$ cat src/rtl/uart_irq_pkg.sv
// Package: identity codes and source indices shared by the interrupt
// identification block, its sub-blocks and its checker.
package uart_irq_pkg;

    localparam int NSRC = 6;

    // Source positions in the pending vector.
    localparam int S_LINE  = 0;
    localparam int S_RXD   = 1;
    localparam int S_TOUT  = 2;
    localparam int S_TXE   = 3;
    localparam int S_MODEM = 4;
    localparam int S_BUSY  = 5;

    // Identity codes read by software.
    typedef enum logic [3:0] {
        ID_MODEM = 4'b0000,
        ID_NONE  = 4'b0001,
        ID_TXE   = 4'b0010,
        ID_RXD   = 4'b0100,
        ID_LINE  = 4'b0110,
        ID_BUSY  = 4'b0111,
        ID_TOUT  = 4'b1100
    } irq_id_e;

endpackage

$ cat src/rtl/uart_irq_sticky.sv
// Module: bank of W sticky flags.
// Each flag sets on its event and clears on its read strobe. An event in the
// same cycle as the read wins, so no event is lost.
// Assumes set and clear are single-cycle strobes synchronous to clk.
module uart_irq_sticky #(
    parameter int W = 3
) (
    input  logic         clk,
    input  logic         rst_n,
    input  logic [W-1:0] set_i,
    input  logic [W-1:0] clr_i,
    output logic [W-1:0] flag_o
);

    for (genvar g = 0; g < W; g++) begin : g_flag
        // Per-flag set/clear register, set has priority.
        always_ff @(posedge clk) begin
            if (!rst_n)
                flag_o[g] <= 1'b0;
            else if (set_i[g])
                flag_o[g] <= 1'b1;
            else if (clr_i[g])
                flag_o[g] <= 1'b0;
        end
    end

endmodule

$ cat src/rtl/uart_irq_rx_timeout.sv
// Module: receive character-timeout detector.
// Counts character-time ticks while the FIFO is enabled and holds data.
// Any push or pop restarts the count. The TO_CHARS-th tick raises the
// timeout, which holds until the receive buffer is read; a read in the
// firing cycle wins. Assumes char_tick_i is a one-cycle pulse.
module uart_irq_rx_timeout #(
    parameter int LVL_W    = 5,
    parameter int TO_CHARS = 4
) (
    input  logic             clk,
    input  logic             rst_n,
    input  logic             fifo_en_i,
    input  logic [LVL_W-1:0] rx_level_i,
    input  logic             rx_push_i,
    input  logic             rx_pop_i,
    input  logic             rx_buf_rd_i,
    input  logic             char_tick_i,
    output logic             tout_o
);

    localparam int CW = $clog2(TO_CHARS + 1);
    localparam logic [CW-1:0] CNT_LAST = CW'(TO_CHARS - 1);
    localparam logic [CW-1:0] CNT_DONE = CW'(TO_CHARS);

    logic [CW-1:0] cnt_q;
    logic          armed;
    logic          activity;
    logic          fire;

    // Decide whether counting is allowed and whether this tick completes it.
    always_comb begin
        armed    = fifo_en_i && (rx_level_i != '0);
        activity = rx_push_i || rx_pop_i;
        fire     = armed && !activity && char_tick_i && (cnt_q == CNT_LAST);
    end

    // Tick counter, restarted by FIFO traffic, saturating once fired.
    always_ff @(posedge clk) begin
        if (!rst_n)
            cnt_q <= '0;
        else if (activity || !armed)
            cnt_q <= '0;
        else if (char_tick_i && cnt_q != CNT_DONE)
            cnt_q <= cnt_q + 1'b1;
    end

    // Timeout flag, read of the buffer has priority over firing.
    always_ff @(posedge clk) begin
        if (!rst_n)
            tout_o <= 1'b0;
        else if (rx_buf_rd_i)
            tout_o <= 1'b0;
        else if (fire)
            tout_o <= 1'b1;
    end

endmodule

$ cat src/rtl/uart_irq_tx_empty.sv
// Module: transmit-empty cause.
// The condition is the holding register empty flag, or the FIFO level at or
// below the threshold in threshold mode. The cause is set when the condition
// (or the enable) newly becomes true. It is cleared by a holding-register
// write, by an identity read that reported it, or by the condition ending.
module uart_irq_tx_empty #(
    parameter int LVL_W = 5
) (
    input  logic             clk,
    input  logic             rst_n,
    input  logic             en_i,
    input  logic             hold_empty_i,
    input  logic             thr_mode_i,
    input  logic [LVL_W-1:0] level_i,
    input  logic [LVL_W-1:0] thresh_i,
    input  logic             hold_wr_i,
    input  logic             id_rd_hit_i,
    output logic             txe_o
);

    logic cond;
    logic cond_q;
    logic en_q;

    // Select the empty condition for the active mode.
    always_comb begin
        cond = thr_mode_i ? (level_i <= thresh_i) : hold_empty_i;
    end

    // Remember last condition and enable to detect new arrivals.
    always_ff @(posedge clk) begin
        if (!rst_n) begin
            cond_q <= 1'b0;
            en_q   <= 1'b0;
        end else begin
            cond_q <= cond;
            en_q   <= en_i;
        end
    end

    // Pending flag, any clear beats a new set.
    always_ff @(posedge clk) begin
        if (!rst_n)
            txe_o <= 1'b0;
        else if (!cond || hold_wr_i || id_rd_hit_i)
            txe_o <= 1'b0;
        else if (en_i && !(cond_q && en_q))
            txe_o <= 1'b1;
    end

endmodule

$ cat src/rtl/uart_irq_prio.sv
// Module: fixed-priority encoder from masked pending flags to identity code.
// Order: line, received data, timeout, transmit empty, modem, busy.
// Purely combinational.
module uart_irq_prio
    import uart_irq_pkg::*;
(
    input  logic [NSRC-1:0] pend_i,
    output irq_id_e         id_o
);

    // Pick the most urgent pending source.
    always_comb begin
        if (pend_i[S_LINE])
            id_o = ID_LINE;
        else if (pend_i[S_RXD])
            id_o = ID_RXD;
        else if (pend_i[S_TOUT])
            id_o = ID_TOUT;
        else if (pend_i[S_TXE])
            id_o = ID_TXE;
        else if (pend_i[S_MODEM])
            id_o = ID_MODEM;
        else if (pend_i[S_BUSY])
            id_o = ID_BUSY;
        else
            id_o = ID_NONE;
    end

endmodule

$ cat src/rtl/uart_irq_ident.sv
// Module: UART interrupt identification, top level.
// Combines sticky event causes, the receive-level and timeout causes and the
// transmit-empty cause, masks them with the source enables and encodes the
// most urgent one. Assumes all strobes are one-cycle pulses in the clk domain.
module uart_irq_ident
    import uart_irq_pkg::*;
#(
    parameter int LVL_W    = 5,
    parameter int TO_CHARS = 4
) (
    input  logic             clk,
    input  logic             rst_n,
    input  logic [3:0]       src_en_i,
    input  logic [3:0]       ls_err_i,
    input  logic             ls_rd_i,
    input  logic             fifo_en_i,
    input  logic [LVL_W-1:0] rx_level_i,
    input  logic [LVL_W-1:0] rx_trig_i,
    input  logic             rx_push_i,
    input  logic             rx_pop_i,
    input  logic             rx_buf_rd_i,
    input  logic             char_tick_i,
    input  logic             tx_hold_empty_i,
    input  logic             tx_thr_mode_i,
    input  logic [LVL_W-1:0] tx_level_i,
    input  logic [LVL_W-1:0] tx_thresh_i,
    input  logic             tx_hold_wr_i,
    input  logic             id_rd_i,
    input  logic [3:0]       msr_chg_i,
    input  logic             ms_rd_i,
    input  logic             line_ctl_wr_i,
    input  logic             busy_i,
    input  logic             stat_rd_i,
    output logic [3:0]       id_o,
    output logic             irq_o,
    output logic [5:0]       pend_o
);

    localparam int EN_RX    = 0;
    localparam int EN_TX    = 1;
    localparam int EN_LINE  = 2;
    localparam int EN_MODEM = 3;

    logic [2:0] stk_set;
    logic [2:0] stk_clr;
    logic [2:0] stk_flag;
    logic       rxd_raw;
    logic       tout_raw;
    logic       txe_raw;
    logic       id_rd_hit;
    irq_id_e    id_enc;

    // Event inputs for the sticky bank: line, modem, busy.
    always_comb begin
        stk_set = {line_ctl_wr_i && busy_i, |msr_chg_i, |ls_err_i};
        stk_clr = {stat_rd_i, ms_rd_i, ls_rd_i};
    end

    uart_irq_sticky #(.W(3)) u_sticky (
        .clk    (clk),
        .rst_n  (rst_n),
        .set_i  (stk_set),
        .clr_i  (stk_clr),
        .flag_o (stk_flag)
    );

    // Received-data level rule for FIFO and non-FIFO operation.
    always_comb begin
        rxd_raw = fifo_en_i ? (rx_level_i >= rx_trig_i) : (rx_level_i != '0);
    end

    uart_irq_rx_timeout #(.LVL_W(LVL_W), .TO_CHARS(TO_CHARS)) u_tout (
        .clk         (clk),
        .rst_n       (rst_n),
        .fifo_en_i   (fifo_en_i),
        .rx_level_i  (rx_level_i),
        .rx_push_i   (rx_push_i),
        .rx_pop_i    (rx_pop_i),
        .rx_buf_rd_i (rx_buf_rd_i),
        .char_tick_i (char_tick_i),
        .tout_o      (tout_raw)
    );

    // An identity read counts only if transmit empty is what it reports.
    always_comb begin
        id_rd_hit = id_rd_i && (id_enc == ID_TXE);
    end

    uart_irq_tx_empty #(.LVL_W(LVL_W)) u_txe (
        .clk          (clk),
        .rst_n        (rst_n),
        .en_i         (src_en_i[EN_TX]),
        .hold_empty_i (tx_hold_empty_i),
        .thr_mode_i   (tx_thr_mode_i),
        .level_i      (tx_level_i),
        .thresh_i     (tx_thresh_i),
        .hold_wr_i    (tx_hold_wr_i),
        .id_rd_hit_i  (id_rd_hit),
        .txe_o        (txe_raw)
    );

    // Apply the source enables; busy detect is always enabled.
    always_comb begin
        pend_o          = '0;
        pend_o[S_LINE]  = stk_flag[0] && src_en_i[EN_LINE];
        pend_o[S_RXD]   = rxd_raw     && src_en_i[EN_RX];
        pend_o[S_TOUT]  = tout_raw    && src_en_i[EN_RX];
        pend_o[S_TXE]   = txe_raw     && src_en_i[EN_TX];
        pend_o[S_MODEM] = stk_flag[1] && src_en_i[EN_MODEM];
        pend_o[S_BUSY]  = stk_flag[2];
    end

    uart_irq_prio u_prio (
        .pend_i (pend_o),
        .id_o   (id_enc)
    );

    // Drive the identity code and the request line.
    always_comb begin
        id_o  = id_enc;
        irq_o = (id_enc != ID_NONE);
    end

endmodule

$ cat config.mk
export PLATFORM = sky130hd
export DESIGN_NAME = uart_irq_ident
export DESIGN_NICKNAME = d
export VERILOG_FILES = /design/src/rtl/uart_irq_pkg.sv /design/src/rtl/uart_irq_sticky.sv /design/src/rtl/uart_irq_rx_timeout.sv /design/src/rtl/uart_irq_tx_empty.sv /design/src/rtl/uart_irq_prio.sv /design/src/rtl/uart_irq_ident.sv
export SDC_FILE = /design/constraint.sdc
export NUM_CORES = 1
export LEC_CHECK = 0
export BUFFER_PORTS_ARGS = -buffer_cell sky130_fd_sc_hd__buf_2
export CAP_MARGIN = 20
export CORE_MARGIN = 8
export CORE_UTILIZATION = 44
export DETAILED_ROUTE_END_ITERATION = 12
export GPL_ROUTABILITY_DRIVEN = 0
export PLACE_DENSITY_LB_ADDON = 0.1
export SYNTH_ARGS = -nofsm -noshare
export SYNTH_HDL_FRONTEND = slang
export SYNTH_HIERARCHICAL = 1
export SYNTH_SLANG_ARGS = --single-unit
$ cat constraint.sdc
create_clock -name clk -period 4.65 [get_ports clk]
set_input_delay 0.465 -clock clk [delete_from_list [all_inputs] [get_ports clk]]
set_output_delay 0.465 -clock clk [all_outputs]
set_load 0.005 [all_outputs]
==> results.yml <==
floorplanning:
  dieArea_mm2: 0.00362
  rows: 16
  dieHeight_um: 60.2
  start_util_pct: 45.2
  coreArea_mm2: 0.00190
  fp.dieW_um: 60.2
  io_pins: 59
clock_network:
  ctsResizeCount: 0
  htree_levels: 1
  insertion_delay_ps: 260
  post_cts_buffers: 0
  cts_hold_buf: 0
  cts_buffers: 3
  clkSlewWorstSetupHoldPaths_ps: 60
  cts_tree: "built"
  clock_sinks: 10
  clockRootBuffer: "clkbuf_4"
  cts_buffer_depth: 2
logic_synthesis:
  yosysMostFrequentCell: "inv_1"
  synthArstFlopShare_pct: 0
  synth_cells: 102
  synth_area_um2: 860
  yosys_warnings: 6
  synth_cell_types: 34
  synth_top_area_cell: "dfxtp_1"
  ys_seq_elements: 10
  synth_nets: 163
  syn_avg_cell_area_um2: 8.43
  synth_edf_count: 0
  ys.flop_type: "dfxtp_1"
  synth_area_leaders: "dfxtp_1 23%, ha_1 19%, inv_1 7.0%, nor2b_4 4.8%, and2_1 4.4%"
  yosysSeqAreaShare_pct: 23.3
  synth_top_area_share_pct: 23.3
  netlist_top_cells_count: "16 x inv_1, 13 x ha_1, 10 x dfxtp_1"
grt:
  grt_pass1_vias: 902
  grt_use_total_pct: 12.7
  grt_start_max_net_pins: 9
  grt_pass1_wl_mm: 3.61
  antenna_found_initial: 0
  overflow: 0
placed_design:
  io_buffers: 58
  placed_area_mm2: 0.00118
  pre_cts_slack_ps: 1590
  dpl.cell_count: 187
  dp_hpwl_mm: 2.12
layout:
  final_nets: 226
  finish.utilization_pct: 63.4
  final_cells: 190
  final_area_mm2: 0.00121
  diodes: 0
  syn2layout_area_growth_pct: 40.3
  final_layout_size_suffix_gt1_share_pct: 42.3
critical_path:
  start_kind: "input pin"
  worstPathMaxFanout: 4
  cp.arrival_ps: 2610
  cp.required_ps: 4180
  cp-end-kind: "output port"
  criticalPathCategory: "in -> out"
sta:
  finalHoldViolations: 0
  fmax_ghz: 0.325
  whs_ps: 445
  rsz0062_at_grt: "no"
  setup_tns_ps: 0
  worst_pin_slew_ps: 378
  min_period_ps: 3070
  report.final.slew_viol_count: 0
  relSlewSlack_pct: 74.6
  fin_ws_ps: 1580
  skew_ps: 2.83
  fin_crit_sh_pct: 66.1
  setup_violations: 0
detailed_routing:
  vias: 898
  wl_per_cell_um: 12.3
  drt_iter0_markers: 13
  drtPass1Iterations: 6
  viasPerCell: 4.73
  detail-route-antenna-nets: 0
  drc: 0
  routed_wl_mm: 2.35
power:
  power.total_mw: 0.217
  p_leak_nw: 0.638
  peakVddDrop_uv: 120
  power_density_mw_per_mm2: 180
flow_run:
  drv_cap: 0
status:
  outcome: "finished clean"
worst_hold_path:
  hold_class: "in -> reg"
## cell families after synthesis
logic type / Yosys count / share of synthesized area (%)
multiplexers: 1 / 1.16
adder cells (fa/ha/maj): 13 / 18.9
flip-flops: 10 / 23.3
AO/OA/AOI/OAI: 24 / 19.4
buffers and inverters: 16 / 6.99
XOR/XNOR: 1 / 1.02
AND/OR/NAND/NOR: 37 / 29.3
## final cells by class
cell class | count | area, µm²
Clock buffer | 3 | 22.5
Sequential cell | 10 | 200
Timing Repair Buffer | 58 | 290
Fill cell | 173 | 696
Tap cell | 27 | 33.8
Multi-Input combinational cell | 76 | 599
Inverter | 16 | 60.1
## power by group
| group | internal [mW] | switching, mW | total (mW) |
|---|---|---|---|
| registers | 0.0890 | 0.00134 | 0.0903 |
| clock network | 0.0298 | 0.0287 | 0.0585 |
| logic | 0.0370 | 0.0311 | 0.0681 |
| total | 0.156 | 0.0611 | 0.217 |
## path summary, 6_finish.rpt
kind / from / end / slack [ps] / cells after the start
max: rx_level_i[0] / irq_o / 1580 / 8
min: src_en_i[1] / u_txe/en_q / 450 / 2
max reg2reg: u_tout/tout_o / u_txe/txe_o / 2990 / 7
min reg2reg: u_tout/tout_o / u_tout/tout_o / 490 / 2
## per-layer routing
layer	GRT usage (%)	up-vias	share of wire (%)
li1	-	483	-
met5	0	-	0
met1	13.7	389	40
met2	22.7	26	52
met4	3.40	0	0
met3	4.09	0	7.8
## critical path, stage by stage
cell     delay [ps]
buf_2           120
or4_4           520
o31ai_2         180
a21oi_1         100
or3_1           380
nor3_1          240
or4b_1          460
buf_2           140
## layout by cell type (no fill, tap or decap)
cell type / n
buf_2: 58
inv_1: 16
ha_1: 13
dfxtp_1: 10
nor2_1: 7
and2_1: 6
a21oi_1: 6
o21ai_0: 5
o21a_1: 4
nand2_1: 3
clkbuf_4: 3
nor2b_4: 3
nand3_1: 2
or4_4: 2
or4_1: 2
nand2b_1: 2
a21boi_0: 2
or4b_1: 1
nor4_1: 1
a211oi_1: 1
nor2b_1: 1
o31ai_2: 1
a2bb2oi_1: 1
or3_1: 1
nor3_1: 1
o21bai_1: 1
nor3b_1: 1
and4b_1: 1
nand3b_1: 1
nor4bb_1: 1
o21ai_2: 1
xnor2_1: 1
mux2i_1: 1
nand4_1: 1
o221ai_1: 1
a211oi_2: 1
## registers in the layout, indices dropped and copies added, names as in the netlist
register         flops
u_tout/cnt_q         3
u_tout/tout_o        1
u_sticky/flag_o      3
u_txe/cond_q         1
u_txe/txe_o          1
u_txe/en_q           1
Note: power is estimated with default switching activity, not from simulation.
